<file path="src/rtl/afc_pkg.sv">
package afc_pkg;
  localparam int REG_IDX_W = 5;
  localparam int CAUSE_W = 5;
  localparam logic [CAUSE_W-1:0] CAUSE_MISALIGN = 5'd1;
  localparam logic [CAUSE_W-1:0] CAUSE_STACK = 5'd7;
  localparam int REG_LSB = 5;
  localparam int WRITE_BIT = 10;
  localparam int WORD_BIT = 11;

  typedef enum logic [1:0] {
    SZ_BYTE = 2'd0,
    SZ_HALF = 2'd1,
    SZ_WORD = 2'd2,
    SZ_WORD_ALT = 2'd3
  } accSize_e;

  typedef struct packed {
    logic capAlign;
    logic capStack;
    logic isWord;
    logic raise;
  } afcStrobe_t;

  function automatic logic [1:0] sizeMask(input logic [1:0] sz);
    case (sz)
      2'd0: sizeMask = 2'b00;
      2'd1: sizeMask = 2'b01;
      default: sizeMask = 2'b11;
    endcase
  endfunction
endpackage

</file>
<file path="src/rtl/afc_datapath.sv">
module afc_datapath
  import afc_pkg::*;
#(
  parameter int ADDR_W = 32,
  parameter int STAT_W = 32
) (
  input  logic                 clk,
  input  logic                 rst_n,
  input  afcStrobe_t           strobe,
  input  logic [ADDR_W-1:0]    accAddr,
  input  logic                 accWrite,
  input  logic [REG_IDX_W-1:0] accReg,
  output logic [ADDR_W-1:0]    faultAddr,
  output logic [STAT_W-1:0]    faultStatus,
  output logic                 excReq
);
  logic [STAT_W-1:0] alignWord;
  logic [STAT_W-1:0] stackWord;

  always_comb begin
    alignWord = '0;
    alignWord[CAUSE_W-1:0] = CAUSE_MISALIGN;
    alignWord[REG_LSB +: REG_IDX_W] = accReg;
    alignWord[WRITE_BIT] = accWrite;
    alignWord[WORD_BIT] = strobe.isWord;
    stackWord = '0;
    stackWord[CAUSE_W-1:0] = CAUSE_STACK;
  end

  always_ff @(posedge clk) begin
    if (!rst_n) begin
      faultAddr <= '0;
      faultStatus <= '0;
      excReq <= 1'b0;
    end else begin
      excReq <= strobe.raise;
      if (strobe.capAlign) begin
        faultAddr <= accAddr;
        faultStatus <= alignWord;
      end else if (strobe.capStack) begin
        faultAddr <= accAddr;
        faultStatus <= stackWord;
      end
    end
  end
endmodule

</file>
<file path="config.mk">
export PLATFORM = sky130hd
export DESIGN_NAME = afc_datapath
export DESIGN_NICKNAME = d
export VERILOG_FILES = /design/src/rtl/afc_pkg.sv /design/src/rtl/afc_datapath.sv
export SDC_FILE = /design/constraint.sdc
export NUM_CORES = 1
export LEC_CHECK = 0
export BUFFER_PORTS_ARGS = -buffer_cell sky130_fd_sc_hd__buf_2
export CORE_MARGIN = 2
export CORE_UTILIZATION = 38
export DETAILED_ROUTE_END_ITERATION = 10
export GPL_TIMING_DRIVEN = 0
export PLACE_DENSITY = 0.75
export SYNTH_ARGS = -nofsm -noshare
export SYNTH_HDL_FRONTEND = slang
export SYNTH_SLANG_ARGS = --single-unit
export TNS_END_PERCENT = 1
</file>
<file path="constraint.sdc">
create_clock -name clk -period 0.8 [get_ports clk]
set_clock_uncertainty 0.05 [all_clocks]
set_input_delay 0.04 -clock clk [delete_from_list [all_inputs] [get_ports clk]]
set_output_delay 0.04 -clock clk [all_outputs]
set_load 0.03 [all_outputs]
</file>
==> summary.md <==
| Metric | Value |
|---|---|
| Total negative slack | -1880 ps |
| Gr usage total | 0.207 |
| Clock Sinks | between 40 and 50 |
| Initial core utilization | 0.388 |
| Gate Count Post-Synth | about 210 |
| Io pins | 109 |
| Crit path from | faultStatus[1]$_SDFFE_PP0P_ |
| Worst EP required | roughly 710 ps |
| Clock share of power | 0.249 |
| Synth Register Bits | 42 |
| R2R Setup Slk | roughly 140 ps |
| HPWL after DPL | 3250 um |
| Worst-Skew Late Latency | between 200 and 300 ps |
| Post-DR wirelength/cell | between 10 and 15 um |
| Placed Cells | roughly 370 |
| Number of global-route vias before repair | roughly 1800 |
| Internal power | roughly 3500 uW |
| Global route total overflow | 0 |
| Yosys top cell by area | dfxtp_1 |
| Unrepaired setup endpoints after global routing | yes |
| Main synth FF type | dfxtp_1 |
| TritonCTS clock tree | yes |
| Synth warnings | 0 |
| Die ar. | roughly 5300 sq um |
| CTS H-tree lvls | 2 |
| Max-slew violation count | 0 |
| Number of diodes | 0 |
| Sequential Area | between 800 and 900 sq um |
| Syn Area/Cell | 8.63 sq um |
| Port Buffers | 85 |
| Syn Std Cell Area | 1800 sq um |
| Post-synth top cells | 42 x dfxtp_1, 39 x o21ai_1, 32 x nand2_1, 32 x o211ai_1, 24 x buf_4 |
| Power share of the combinational group | 0.282 |
| DR DRC count | 0 |
| Final std cells w/o fill | around 420 |
| Synth top area share | 0.468 |
| First-pass GRT wire length | approximately 8500 um |
| FP Rows | 25 |
| Number of fill cells | 376 |
| Drt first-iter violations | 124 |
| Setup crit end kind | output port |
| Pin count of the biggest net entering global routing | 12 |
| Worst setup endpoint | faultStatus[2] |
| Pre-Repair DR Iteration Count | 4 |
| Place WS | -184 ps |
| PD cells | ~1600 nW/um^2 |
| Top cells by area, synth | dfxtp_1 47%, o211ai_1 13%, o21ai_1 11%, buf_4 10%, nand2_1 6.7% |
| Clk slew on worst S/H paths | about 70 ps |
| Sw Pwr | 1500 uW |
| Async set or reset register ratio after synthesis | 0 |
| Minimum clock period | ~940 ps |
| Flop pwr share | 0.469 |
| EDFF count, synth | 0 |
| Maximum clock frequency | roughly 1100 MHz |
| Die X | 72.7 um |
| Initial antenna violation count | 0 |
| Status | finished with violations |
| RePlAce Congestion | approximately 0.74 |
| Worst setup margin | -145 ps |
| Total power | 5000 uW |
| Final setup viols | 43 |
| Worst r2r src | faultStatus[1]$_SDFFE_PP0P_ |
| Post-synthesis sequential area ratio | 0.468 |
| Reg2reg path depth | 2 |
| Violated checks | setup timing |
| WL final | roughly 5400 um |
| Longest Clk Path Bufs | 2 |
| P_leak | roughly 0.0014 uW |
| Inserted Clock Buffers | 5 |
| CP Class | reg -> out |
| Arr. time, crit path | between 800 and 900 ps |
| DIE HEIGHT | 72.7 um |
| Post-synth cell types | 15 |
| Root Buffer | clkbuf_8 |
| Antenna viol nets, final | 0 |
| Hold Path Class | in -> reg |
| Worst flop-to-flop path endpoint | faultStatus[1]$_SDFFE_PP0P_ |
| Period utilisation layout | 1.18 |
| Critical path startpoint category | register |
| Max cap viols | 0 |
| Most frequent cell after synthesis | dfxtp_1 |
| Layout cell share with drive strength beyond 1 | 0.465 |
| Multi-input gate area | around 750 sq um |
| NumNets Final | 405 |
| Final hold violations | 0 |
| Worst vdd ir | 1.00 mV |
| Vias per inst | 4.77 |
| Worst-path maximum fanout | 3 |
| P&R area growth vs syn | 76.2% |
| Core Area | 4630 sq um |
| Vias | 1980 |
| Net Sw Frac | 0.300 |
| Total setup buffers inserted after CTS | 0 |
| Hold_ws | roughly 18 ps |
[kinds of logic after synthesis]
group                  Yosys count  share of synthesized area
AOI/OAI and AO/OA               72                      0.247
buffers and inverters           42                      0.156
DFF                             42                      0.468
other                            1                    0.00209
and+or+nand+nor                 51                      0.127
[power by group through the flow]
| stage | registers (uW) | clock network, uW | logic (uW) |
|---|---|---|---|
| 3_5_place_dp | 2330 | 0 | 1090 |
| 5_1_grt | 2360 | 1400 | 1500 |
| 4_1_cts | 2340 | 1310 | 1390 |
| 2_1_floorplan | 2590 | 0 | 512 |
| 6_report | 2350 | 1240 | 1410 |
| 3_3_place_gp | 2330 | 0 | 1080 |
[repair_timing]
item / CTS / global route
pin swaps: 0 / 0
endpoints found under the setup margin: 43 / 43
resized for setup: 126 / 0
hold endpoints to repair: 40 / 0
hold buffers: 40 / 0
[worst max-delay path, cell delays in order, from the launching register on]
cell     delay, ps
dfxtp_2        340
buf_6          110
buf_6          120
[sequential cells by signal, indices dropped and copies added, names as in the netlist]
signal	flops
excReq	1
faultStatus	9
faultAddr	32
[cell type report]
class / count / area share
flip-flops and latches: 42 / 0.282
multi-input cells: 145 / 0.238
plain buffers: 42 / 0.0898
repair buffers: 125 / 0.344
clock buffers: 7 / 0.0241
well taps: 54 / 0.0214
[worst min path at each step]
stage	from	endpoint	slack, ps	depth (start not counted)
6_report	rst_n	faultAddr[27]$_SDFFE_PN0P_	20	3
5_1_grt	rst_n	faultAddr[27]$_SDFFE_PN0P_	10	3
4_1_cts	rst_n	faultAddr[27]$_SDFFE_PN0P_	6	3
3_5_place_dp	strobe[0]	excReq$_SDFF_PN0_	210	2
3_3_place_gp	strobe[0]	excReq$_SDFF_PN0_	200	2
2_1_floorplan	strobe[0]	excReq$_SDFF_PN0_	120	1
[cell usage in the layout, fill, tap and decap left out]
cell type / instances
nor2_1: 2
buf_2: 51
dfxtp_2: 42
and2_1: 1
buf_4: 23
clkbuf_8: 5
o21a_1: 1
conb_1: 22
dlygate4sd3_1: 40
o21ai_1: 39
nand2_1: 32
nand3_1: 7
o211ai_1: 32
clkbuf_1: 9
buf_6: 46
or2_4: 1
nand2b_1: 8
[per-stage QoR]
step                instance area, sq um  utilization
floorplan                           1880            -
global placement                    2370        0.512
detailed placement                  2370        0.512
CTS                                 3160        0.683
global route                        3160        0.683
finish                              3160        0.683
[routing by layer]
metal	share of wire	wire (um)	track usage	vias up
met1	0.41	2220	0.251	896
met5	0	0	0	-
met3	0.064	350	0.0539	10
met4	0.018	98	0.0802	0
met2	0.51	2760	0.351	88
li1	-	-	-	986
Note: power is estimated with default switching activity, not from simulation.
